File: src/rtl/err_aggr_pkg.sv
package err_aggr_pkg;

  // Word addresses of the register port
  typedef enum logic [3:0] {
    RA_STAT     = 4'h0,
    RA_ROW      = 4'h1,
    RA_WB       = 4'h2,
    RA_SEC_EOI  = 4'h3,
    RA_SEC_PEND = 4'h4,
    RA_SEC_ENS  = 4'h5,
    RA_SEC_ENC  = 4'h6,
    RA_DED_EOI  = 4'h7,
    RA_DED_PEND = 4'h8,
    RA_DED_ENS  = 4'h9,
    RA_DED_ENC  = 4'hA,
    RA_AGG_ENS  = 4'hB,
    RA_AGG_ENC  = 4'hC,
    RA_AGG_SET  = 4'hD,
    RA_AGG_CLR  = 4'hE
  } reg_word_e;

  // Counter slots
  localparam int CI_SEC = 0;
  localparam int CI_DED = 1;
  localparam int CI_PAR = 2;
  localparam int CI_TMO = 3;

  // Net update of a saturating counter: add, subtract, then clamp to 0..maxv
  function automatic int sat_next(int cur, int inc, int dec, int maxv);
    int s;
    s = cur + inc - dec;
    if (s < 0) s = 0;
    else if (s > maxv) s = maxv;
    return s;
  endfunction

endpackage

File: src/rtl/eagg_sat_counter.sv
module eagg_sat_counter #(
  parameter int CW = 2
) (
  input  logic          clk,
  input  logic          rst_n,
  input  logic          hw_inc,
  input  logic [CW-1:0] sw_inc,
  input  logic [CW-1:0] sw_dec,
  output logic [CW-1:0] count
);
  import err_aggr_pkg::*;

  localparam int MAXV = (1 << CW) - 1;

  logic [CW-1:0] count_nxt;
  logic          any_up;
  logic          any_down;

  assign any_up   = hw_inc || (sw_inc != '0);
  assign any_down = (sw_dec != '0);

  always_comb count_nxt = CW'(sat_next(int'(count), int'(hw_inc) + int'(sw_inc), int'(sw_dec), MAXV));

  always_ff @(posedge clk) begin
    if (!rst_n) count <= '0;
    else        count <= count_nxt;
  end

  // adding without subtracting never lowers the count
  a_r1_up_no_drop: assert property (@(posedge clk) disable iff (!rst_n)
    (any_up && !any_down) |=> (count >= $past(count)));

  // a full counter stays full unless something is subtracted
  a_r1_sat_hold: assert property (@(posedge clk) disable iff (!rst_n)
    ((count == CW'(MAXV)) && !any_down) |=> (count == CW'(MAXV)));

  // subtracting without adding never raises the count
  a_r2_down_no_rise: assert property (@(posedge clk) disable iff (!rst_n)
    (any_down && !any_up) |=> (count <= $past(count)));

endmodule

File: src/rtl/eagg_irq_gate.sv
module eagg_irq_gate (
  input  logic clk,
  input  logic rst_n,
  input  logic active,
  input  logic enable,
  input  logic eoi,
  output logic irq,
  output logic pend
);
  logic fire;

  assign fire = active && enable && !pend;

  always_ff @(posedge clk) begin
    if (!rst_n) begin
      irq  <= 1'b0;
      pend <= 1'b0;
    end else begin
      irq <= fire;
      if (fire)     pend <= 1'b1;
      else if (eoi) pend <= 1'b0;
    end
  end

  // a pulse lasts exactly one cycle
  a_r6_one_cycle: assert property (@(posedge clk) disable iff (!rst_n)
    irq |=> !irq);

  // a pulse is always accompanied by the pending flag
  a_r6_pend_with_irq: assert property (@(posedge clk) disable iff (!rst_n)
    irq |-> pend);

  // without end-of-interrupt the pending flag holds and no pulse follows
  a_r6_hold_until_eoi: assert property (@(posedge clk) disable iff (!rst_n)
    (pend && !eoi) |=> (pend && !irq));

  // a pulse only starts when the enable was set
  a_r5_enable_gate: assert property (@(posedge clk) disable iff (!rst_n)
    $rose(irq) |-> $past(enable));

endmodule

File: src/rtl/err_event_aggr.sv
module err_event_aggr #(
  parameter int CNT_W  = 2,
  parameter int POS_W  = 16,
  parameter int ROW_W  = 30,
  parameter int ADDR_W = 4,
  parameter int DATA_W = 32
) (
  input  logic              clk,
  input  logic              rst_n,
  input  logic              reg_valid,
  input  logic              reg_write,
  input  logic [ADDR_W-1:0] reg_addr,
  input  logic [DATA_W-1:0] reg_wdata,
  output logic [DATA_W-1:0] reg_rdata,
  input  logic              ev_sec,
  input  logic              ev_ded,
  input  logic [POS_W-1:0]  ev_bitpos,
  input  logic [ROW_W+1:0]  ev_byte_addr,
  input  logic              wb_pending,
  input  logic              ev_parity,
  input  logic              ev_timeout,
  output logic              irq_sec,
  output logic              irq_ded
);
  import err_aggr_pkg::*;

  localparam int N_CNT    = 4;
  localparam int N_IRQ    = 2;
  localparam int CLR_LO   = 8;
  localparam int OTHER_B  = 2 * CNT_W;
  localparam int OTHER_CB = CLR_LO + 2 * CNT_W;
  localparam int POS_LO   = 16;

  // Decoded write strobes
  logic wr_any;
  logic wr_stat, wr_agg_set, wr_agg_clr;
  logic wr_sec_ens, wr_sec_enc, wr_ded_ens, wr_ded_enc, wr_agg_ens, wr_agg_enc;
  logic [N_IRQ-1:0] eoi_wr;

  assign wr_any     = reg_valid && reg_write;
  assign wr_stat    = wr_any && (reg_addr == ADDR_W'(RA_STAT));
  assign wr_agg_set = wr_any && (reg_addr == ADDR_W'(RA_AGG_SET));
  assign wr_agg_clr = wr_any && (reg_addr == ADDR_W'(RA_AGG_CLR));
  assign wr_sec_ens = wr_any && (reg_addr == ADDR_W'(RA_SEC_ENS)) && reg_wdata[0];
  assign wr_sec_enc = wr_any && (reg_addr == ADDR_W'(RA_SEC_ENC)) && reg_wdata[0];
  assign wr_ded_ens = wr_any && (reg_addr == ADDR_W'(RA_DED_ENS)) && reg_wdata[0];
  assign wr_ded_enc = wr_any && (reg_addr == ADDR_W'(RA_DED_ENC)) && reg_wdata[0];
  assign wr_agg_ens = wr_any && (reg_addr == ADDR_W'(RA_AGG_ENS));
  assign wr_agg_enc = wr_any && (reg_addr == ADDR_W'(RA_AGG_ENC));
  assign eoi_wr[CI_SEC] = wr_any && (reg_addr == ADDR_W'(RA_SEC_EOI)) && reg_wdata[0];
  assign eoi_wr[CI_DED] = wr_any && (reg_addr == ADDR_W'(RA_DED_EOI)) && reg_wdata[0];

  logic wdata_unused;
  assign wdata_unused = ^reg_wdata;

  // Enables: 0 SEC, 1 DED, 2 parity, 3 timeout
  logic [N_CNT-1:0] en_q;

  always_ff @(posedge clk) begin
    if (!rst_n) begin
      en_q <= '0;
    end else begin
      if (wr_sec_ens) en_q[CI_SEC] <= 1'b1;
      if (wr_sec_enc) en_q[CI_SEC] <= 1'b0;
      if (wr_ded_ens) en_q[CI_DED] <= 1'b1;
      if (wr_ded_enc) en_q[CI_DED] <= 1'b0;
      if (wr_agg_ens && reg_wdata[0]) en_q[CI_PAR] <= 1'b1;
      if (wr_agg_enc && reg_wdata[0]) en_q[CI_PAR] <= 1'b0;
      if (wr_agg_ens && reg_wdata[1]) en_q[CI_TMO] <= 1'b1;
      if (wr_agg_enc && reg_wdata[1]) en_q[CI_TMO] <= 1'b0;
    end
  end

  // Counter inputs
  logic [N_CNT-1:0] hw_inc;
  logic [CNT_W-1:0] sw_inc [N_CNT];
  logic [CNT_W-1:0] sw_dec [N_CNT];
  logic [CNT_W-1:0] cnt    [N_CNT];

  always_comb begin
    hw_inc[CI_SEC] = ev_sec;
    hw_inc[CI_DED] = ev_ded;
    hw_inc[CI_PAR] = ev_parity  && en_q[CI_PAR];
    hw_inc[CI_TMO] = ev_timeout && en_q[CI_TMO];
    sw_inc[CI_SEC] = wr_stat    ? reg_wdata[0 +: CNT_W]              : '0;
    sw_inc[CI_DED] = wr_stat    ? reg_wdata[CNT_W +: CNT_W]          : '0;
    sw_dec[CI_SEC] = wr_stat    ? reg_wdata[CLR_LO +: CNT_W]         : '0;
    sw_dec[CI_DED] = wr_stat    ? reg_wdata[CLR_LO + CNT_W +: CNT_W] : '0;
    sw_inc[CI_PAR] = wr_agg_set ? reg_wdata[0 +: CNT_W]              : '0;
    sw_inc[CI_TMO] = wr_agg_set ? reg_wdata[CNT_W +: CNT_W]          : '0;
    sw_dec[CI_PAR] = wr_agg_clr ? reg_wdata[0 +: CNT_W]              : '0;
    sw_dec[CI_TMO] = wr_agg_clr ? reg_wdata[CNT_W +: CNT_W]          : '0;
  end

  genvar gc;
  for (gc = 0; gc < N_CNT; gc++) begin : g_cnt
    eagg_sat_counter #(.CW(CNT_W)) u_cnt (
      .clk    (clk),
      .rst_n  (rst_n),
      .hw_inc (hw_inc[gc]),
      .sw_inc (sw_inc[gc]),
      .sw_dec (sw_dec[gc]),
      .count  (cnt[gc])
    );
  end

  // Interrupt gating per class
  logic [N_IRQ-1:0] irq_v;
  logic [N_IRQ-1:0] pend_v;

  genvar gi;
  for (gi = 0; gi < N_IRQ; gi++) begin : g_irq
    eagg_irq_gate u_gate (
      .clk    (clk),
      .rst_n  (rst_n),
      .active (cnt[gi] != '0),
      .enable (en_q[gi]),
      .eoi    (eoi_wr[gi]),
      .irq    (irq_v[gi]),
      .pend   (pend_v[gi])
    );
  end

  assign irq_sec = irq_v[CI_SEC];
  assign irq_ded = irq_v[CI_DED];

  // Capture and sticky flag
  logic             sec_over_wb;
  logic             other_clr;
  logic             other_q;
  logic [POS_W-1:0] pos_q;
  logic [ROW_W-1:0] row_q;

  assign sec_over_wb = ev_sec && wb_pending;
  assign other_clr   = wr_stat && reg_wdata[OTHER_CB];

  always_ff @(posedge clk) begin
    if (!rst_n) begin
      other_q <= 1'b0;
      pos_q   <= '0;
      row_q   <= '0;
    end else begin
      if (sec_over_wb)    other_q <= 1'b1;
      else if (other_clr) other_q <= 1'b0;
      if (ev_sec)           pos_q <= ev_bitpos;
      if (ev_sec || ev_ded) row_q <= ev_byte_addr[ROW_W+1:2];
    end
  end

  // Read mux
  always_comb begin
    reg_rdata = '0;
    case (reg_addr)
      ADDR_W'(RA_STAT): begin
        reg_rdata[0 +: CNT_W]      = cnt[CI_SEC];
        reg_rdata[CNT_W +: CNT_W]  = cnt[CI_DED];
        reg_rdata[OTHER_B]         = other_q;
        reg_rdata[POS_LO +: POS_W] = pos_q;
      end
      ADDR_W'(RA_ROW):      reg_rdata[ROW_W-1:0] = row_q;
      ADDR_W'(RA_WB):       reg_rdata[0] = wb_pending;
      ADDR_W'(RA_SEC_PEND): reg_rdata[0] = pend_v[CI_SEC];
      ADDR_W'(RA_SEC_ENS),
      ADDR_W'(RA_SEC_ENC):  reg_rdata[0] = en_q[CI_SEC];
      ADDR_W'(RA_DED_PEND): reg_rdata[0] = pend_v[CI_DED];
      ADDR_W'(RA_DED_ENS),
      ADDR_W'(RA_DED_ENC):  reg_rdata[0] = en_q[CI_DED];
      ADDR_W'(RA_AGG_ENS),
      ADDR_W'(RA_AGG_ENC):  reg_rdata[1:0] = {en_q[CI_TMO], en_q[CI_PAR]};
      ADDR_W'(RA_AGG_SET),
      ADDR_W'(RA_AGG_CLR): begin
        reg_rdata[0 +: CNT_W]     = cnt[CI_PAR];
        reg_rdata[CNT_W +: CNT_W] = cnt[CI_TMO];
      end
      default: reg_rdata = '0;
    endcase
  end

  // the flag stays set until its clear is written
  a_r4_sticky: assert property (@(posedge clk) disable iff (!rst_n)
    (other_q && !other_clr) |=> other_q);

  // the bit position only moves on an SEC event
  a_r7_pos_keep: assert property (@(posedge clk) disable iff (!rst_n)
    !ev_sec |=> $stable(pos_q));

  // the row only moves on an SEC or DED event
  a_r7_row_keep: assert property (@(posedge clk) disable iff (!rst_n)
    !(ev_sec || ev_ded) |=> $stable(row_q));

  // a disabled parity source with no software add cannot raise its count
  a_r9_par_gate: assert property (@(posedge clk) disable iff (!rst_n)
    (!en_q[CI_PAR] && !wr_agg_set) |=> (cnt[CI_PAR] <= $past(cnt[CI_PAR])));

endmodule

File: config.mk
export PLATFORM = sky130hd
export DESIGN_NAME = err_event_aggr
export DESIGN_NICKNAME = d
export VERILOG_FILES = /design/src/rtl/err_aggr_pkg.sv /design/src/rtl/eagg_sat_counter.sv /design/src/rtl/eagg_irq_gate.sv /design/src/rtl/err_event_aggr.sv
export SDC_FILE = /design/constraint.sdc
export NUM_CORES = 1
export LEC_CHECK = 0
export CAP_MARGIN = 0
export CELL_PAD_IN_SITES_DETAIL_PLACEMENT = 1
export CELL_PAD_IN_SITES_GLOBAL_PLACEMENT = 2
export CORE_AREA = 2 2 143 75
export DETAILED_ROUTE_END_ITERATION = 7
export DIE_AREA = 0 0 145 77
export DONT_BUFFER_PORTS = 1
export GPL_TIMING_DRIVEN = 0
export PLACE_DENSITY = 0.76
export SYNTH_ARGS = -nofsm -noshare
export SYNTH_HDL_FRONTEND = slang
export SYNTH_HIERARCHICAL = 1
export SYNTH_SLANG_ARGS = --single-unit
File: constraint.sdc
create_clock -name clk -period 4.6 [get_ports clk]
set_input_delay 1.38 -clock clk [delete_from_list [all_inputs] [get_ports clk]]
set_output_delay 1.38 -clock clk [all_outputs]
set_load 0.005 [all_outputs]
* Word-level counts from Yosys, hierarchy flattened
Cells that the tools add are included.
** Operators by class
- Add/sub/neg operators :: 12
- $lt $le $gt $ge :: 8
- Equal/unequal tests :: 14
- Muxes and demuxes :: 25
- Bitwise logic cells :: 1
- Reductions and logical operators :: 51
** Operator list (number)
- adder 3 x 32 -> 32 bit :: 4
- > comparator 32 x 3 -> 1 bit (second input constant) :: 4
- < comparator 32 x 1 -> 1 bit (second input constant) :: 4
- subtractor 32 x 3 -> 32 bit :: 4
- logical AND 1 bit :: 30
- equality test 4 bit (second input constant) :: 7
- case mux 14 bit (2 select lines) :: 1
- two-way mux 2 bit :: 13
- OR reduction 2 bit :: 12
- equality test 4 x 3 -> 1 bit (second input constant) :: 4
- adder 1 x 2 -> 3 bit :: 4
- two-way mux 11 bit :: 1
- nonzero test 2 bit :: 5
- case mux 1 bit (9 select lines) :: 1
- equality test 4 x 2 -> 1 bit (second input constant) :: 2
- two-way mux 1 bit :: 6
- case mux 2 bit (3 select lines) :: 1
- equality test 4 x 1 -> 1 bit (second input constant) :: 1
- zero test 4 bit :: 1
- case mux 1 bit (4 select lines) :: 1
- zero test 1 bit :: 2
- case mux 1 bit (2 select lines) :: 1
- logical OR 1 bit :: 1
- inverter 1 bit :: 1
** Storage, ports and cells
- Register bits :: 63
- Output and inout bits :: 34
- Word-level logic and storage cells :: 126

* Logic depth before layout (Yosys ltp)
- Depth in word-level cells :: 8
- Mapped depth :: 11
- Mapped depth without buffers :: 10

* Hierarchy
The synthesis kept the hierarchy.
** Modules (own cells, without submodules)
- err_event_aggr :: instances 1, cells an instance 308, area an instance 2578.7 um^2, seq. area each 1021.0 um^2
- eagg_sat_counter :: instances 4, cells an instance 20, area an instance 196.4 um^2, seq. area each 40.0 um^2
- eagg_irq_gate :: instances 2, cells an instance 5, area an instance 62.6 um^2, seq. area each 40.0 um^2

* Least setup slack after synthesis
No wires, ideal clock.
- Path type :: input port to flip-flop
- From :: input reg_addr[1]
- To :: register g_cnt[1].u_cnt.count[0]
- Data arrival time :: 3634 ps
- Required time :: 4526 ps
- Path slack :: 892 ps
- Stages on the path :: 11
- Path through :: nor4_2 > and3_1 > buf_2 > and2_1 > inv_1 > ha_1 > fa_1 > fa_1 > ha_1 > nand2b_1 > a31oi_1
** RTL lines
- start, declared :: line err_event_aggr.sv:12 : input logic [ADDR_W-1:0] reg_addr,
- end signal, assigned :: line eagg_sat_counter.sv:26 : else count <= count_nxt;
- end, declared :: line eagg_sat_counter.sv:9 : output logic [CW-1:0] count

* Worst setup path after layout
- From :: input reg_addr[1]
- To :: output reg_rdata[28]
** Between the ends
- Word-level cells in the longest chain between the ends :: 2
- Elaborated cells between the ends (all ways) :: 3
- Classes of those cells :: eq/ne (1); mux (1); reduce/logical (1)
** Ends and longest elaborated chain
- equality test 4 x 1 -> 1 bit or zero test 4 bit (tied branches) :: line err_event_aggr.sv:153 : case (reg_addr)
- case mux 14 bit (2 select lines) * :: line err_event_aggr.sv:153
- end, declared :: line err_event_aggr.sv:14 : output logic [DATA_W-1:0] reg_rdata,
Mark *: on every way between the ends. The rest lies on a longest branch, timed or not.

==> results <==
- The class of the tightest hold or removal check is reg -> reg.
- The number of max-slew violations in the final report was 0.
- The final HPWL from detailed placement is 8050 microns.
- The run finished with clean final reports.
- By area the synthesized netlist is led by dfxtp_1 (36%), nand2_1 (7.4%), fa_1 (6.9%), a21boi_0 (6.9%), and2_1 (5.4%).
- The total vias in the final route is 2793.
- The final clock period utilization by the worst path is 85.38%.
- The clock transition time at the flip-flop clock pins of the worst setup and hold paths is 50 ps.
- In the global route stage, overall resource usage came out at 19.03%.
- The post-synthesis cell area is 3490 sq um.
- Pin placement for this block handled 127 I/O pins.
- The total overflow left after global routing is 0.
- The worst path in the final design needs a cycle of 3927 ps, including I/O delays and setup.
- In the final routed layout, each cell accounts on average for 18.32 microns.
- For this run, the register share of the synthesized area comes to 36.14%.
- For the final routed database, the setup TNS stands at 0 ps.
- The netlist uses 40 different library cells.
- TritonCTS created 9 clock buffers.
- The worst-margin pin slew is 470.3 ps.
- The library cell used as clock root buffer is clkbuf_16.
- The DRC marker count from the first detailed-route iteration is 108.
- The number of buffers between clock root and the deepest sink is 2.
- 0 antenna diodes ended up in the layout.
- The final weighted congestion in routability-driven placement is 0.8424.
- IR analysis of the VDD net gives a maximum drop of 202.9 uV.
- The number of endpoints with negative hold slack in the final report is 0.
- The worst slew slack as a fraction of its limit is 68.65%.
- Setup repair after global routing left no endpoint under its margin.
- Summing all multi-input logic gate instances after layout gives 1996 sq um.
- The die extent in y is 77 microns.
- The biggest area consumer among synthesized cells is dfxtp_1.
- The largest fanout of any net on the critical path is 10.
- The design draws 1.621 mW.
- The count of input and output buffers is 0.
- The post-CTS setup buffer count is 0.
- The H-tree depth is 3.
- For this run, the number of Yosys warnings is 6.
- The footprint of the flip-flops and latches is 1261 sq um.
- The synthesized netlist net count is 515.
- The floorplan has 26 rows.
- The TritonCTS clock tree is done.
- The largest net degree at the start of global routing is 15.
- The later-pin clock latency in the skew report is 330 ps.
- For the worst setup path, the data required time is 3220 ps.
- The area growth from synthesis to layout is 13.19%.
- The critical setup path kind is in -> out.
- The critical path goes through nand2b_1 > nor3_2 > buf_2 > buf_4 > a22o_1.
- The first global-routing pass estimated 16470 microns of wire.
- Counting flops with a built-in enable in the synthesized netlist gives 0.
- The arrival time of the worst setup path is 2550 ps.
- The number of setup violations in the final report is 0.
- In the routed layout, each cell is associated on average with a via count of 5.042.
- By instance count, the leading cell after synthesis is nand2_1.
- Sorting the synthesized cells by how often they occur yields nand2_1 (69), dfxtp_1 (63), a21boi_0 (32), inv_1 (32), and2_1 (30).
- For this run, the post-layout net count is 526.
- The worst clock skew is 3.845 ps.
- The type of origin of the critical path is a primary input.
- The max capacitance violation total is 0.
- The die outline width is 145 microns.
- The post-synthesis average cell area is 8.768 sq um.
- For this configuration, the core starts out at a cell density of 35.17%.
- The number of buffers inserted for hold repair after clock tree synthesis is 0.
- In the synthesized netlist the async set-or-reset flop fraction comes to 0%.
- The number of remaining DRC errors is 0.
- The top flip-flop cell by instance count after synthesis is dfxtp_1.
- The number of nets with antenna violations after detailed routing is 0.
- The number of antenna violations at the first check in global routing is 0.
- In this run, synthesis produced a sequential element count of 63.
- The number of filler instances in the final layout is 1191.
- The floorplan step defined a die boundary enclosing 11170 sq um.
- The cell with the largest stage delay on the worst path is buf_2.
- The cell count after synthesis is 398.
- The number of global-route vias before repair is 3033.
- The floorplan step defined a core boundary enclosing 9922 sq um.
- Clock tree synthesis found a total of 63 sinks.
- Once placement completed, the tool counted placed cells totaling 538.
- The share of cells above drive strength 1 is 9.662%.
- After clock tree synthesis, the repair step resized 0 gates.
- The leakage power figure is 1.595 nW.
- For this run, the top clock speed supported by timing is 254.6 MHz.
- For this run, the slowest stage of the critical path takes 310 ps.
- STA classifies the critical path endpoint as an output pin.
- Before antenna repair, the detailed router went through 4 iterations.
- The count of cells in the finished layout, fillers not included, comes to 554.
- In this run the biggest area consumer among cell types represents 36.14% of the synthesized area.
- The sum of routed wire length over all layers is 10150 microns.
- The power density over cell area is 410.3 nW/um^2.
==> worst max-delay path, delay by kind of cell <==
family | cells | cell delay (ps)
compound gates | 1 | 200
buf+inv | 2 | 560
simple gates | 2 | 400
==> stage by stage <==
step                worst slack [ps]  hold slack, ps  utilization, %  instance area (sq um)
floorplan                      892.1           436.3               -                   3490
global placement               582.4           443.9           36.94                   3665
detailed placement             455.3           453.7           36.94                   3665
CTS                            650.0           458.7           39.81                   3950
global route                   562.8           483.1           39.81                   3950
finish                         672.7           455.2           39.81                   3950
==> logic make-up (layout without fill, tap and decap cells) <==
| logic type | Yosys count | in the layout | share of synthesized area, % |
|---|---|---|---|
| buffers and inverters | 55 | 71 | 6.669 |
| adder cells (fa/ha/maj) | 24 | 24 | 11.19 |
| flip-flops | 63 | 63 | 36.14 |
| AO/OA/AOI/OAI | 76 | 76 | 16.49 |
| multiplexers | 19 | 19 | 5.522 |
| AND/OR/NAND/NOR | 160 | 160 | 23.74 |
| XOR/XNOR | 1 | 1 | 0.2510 |
==> flip-flops by register name (all words and copies together) (netlist names) <==
register           flops
pos_q                 16
other_q                1
row_q                 30
g_irq.u_gate/pend      2
en_q                   4
g_cnt.u_cnt/count      8
g_irq.u_gate/irq       2
==> final timing paths <==
| path | startpoint | to | slack [ps] | cells past startpoint |
|---|---|---|---|---|
| max | reg_addr[1] | reg_rdata[28] | 670 | 5 |
| min | row_q[6] | row_q[6] | 460 | 2 |
| max reg2reg | g_cnt[2].u_cnt/count[1] | g_cnt[2].u_cnt/count[0] | 2580 | 6 |
| min reg2reg | row_q[6] | row_q[6] | 460 | 2 |
==> per-layer routing <==
metal	track usage (%)	routed length (microns)	share of wire [%]	vias to the layer above
met5	0	0	0	-
met4	3.861	82	0.81	0
met3	8.274	831	8.2	10
met2	26.95	4000	39	81
met1	26.70	5234	52	1358
li1	-	-	-	1344
==> power by group <==
| group | internal [mW] | switching [mW] |
|---|---|---|
| logic | 0.153 | 0.182 |
| clock network | 0.392 | 0.251 |
| registers | 0.605 | 0.0387 |
==> area by class of cell <==
| type | instances | area share (%) |
|---|---|---|
| flip-flops and latches | 63 | 31.93 |
| well taps | 140 | 4.435 |
| plain buffers | 23 | 2.851 |
| inverters | 32 | 3.041 |
| clock inverters | 5 | 0.8236 |
| clock buffers | 11 | 6.398 |
| multi-input cells | 280 | 50.52 |
==> layout by cell type (no fill, tap or decap), types with 4 or more instances in the layout <==
master and count:
a21boi_0 32, a22o_1 16, a31oi_1 9, and2_1 30
and3_1 4, buf_2 15, clkbuf_1 6, clkbuf_16 9
dfxtp_1 63, fa_1 12, ha_1 12, inv_1 32
mux2i_1 17, nand2_1 69, nand2b_1 12, nand3_1 4
nand3b_1 4, nor2_1 8, nor2b_1 19, o21ai_0 4
(Power assumes the default switching activity.)
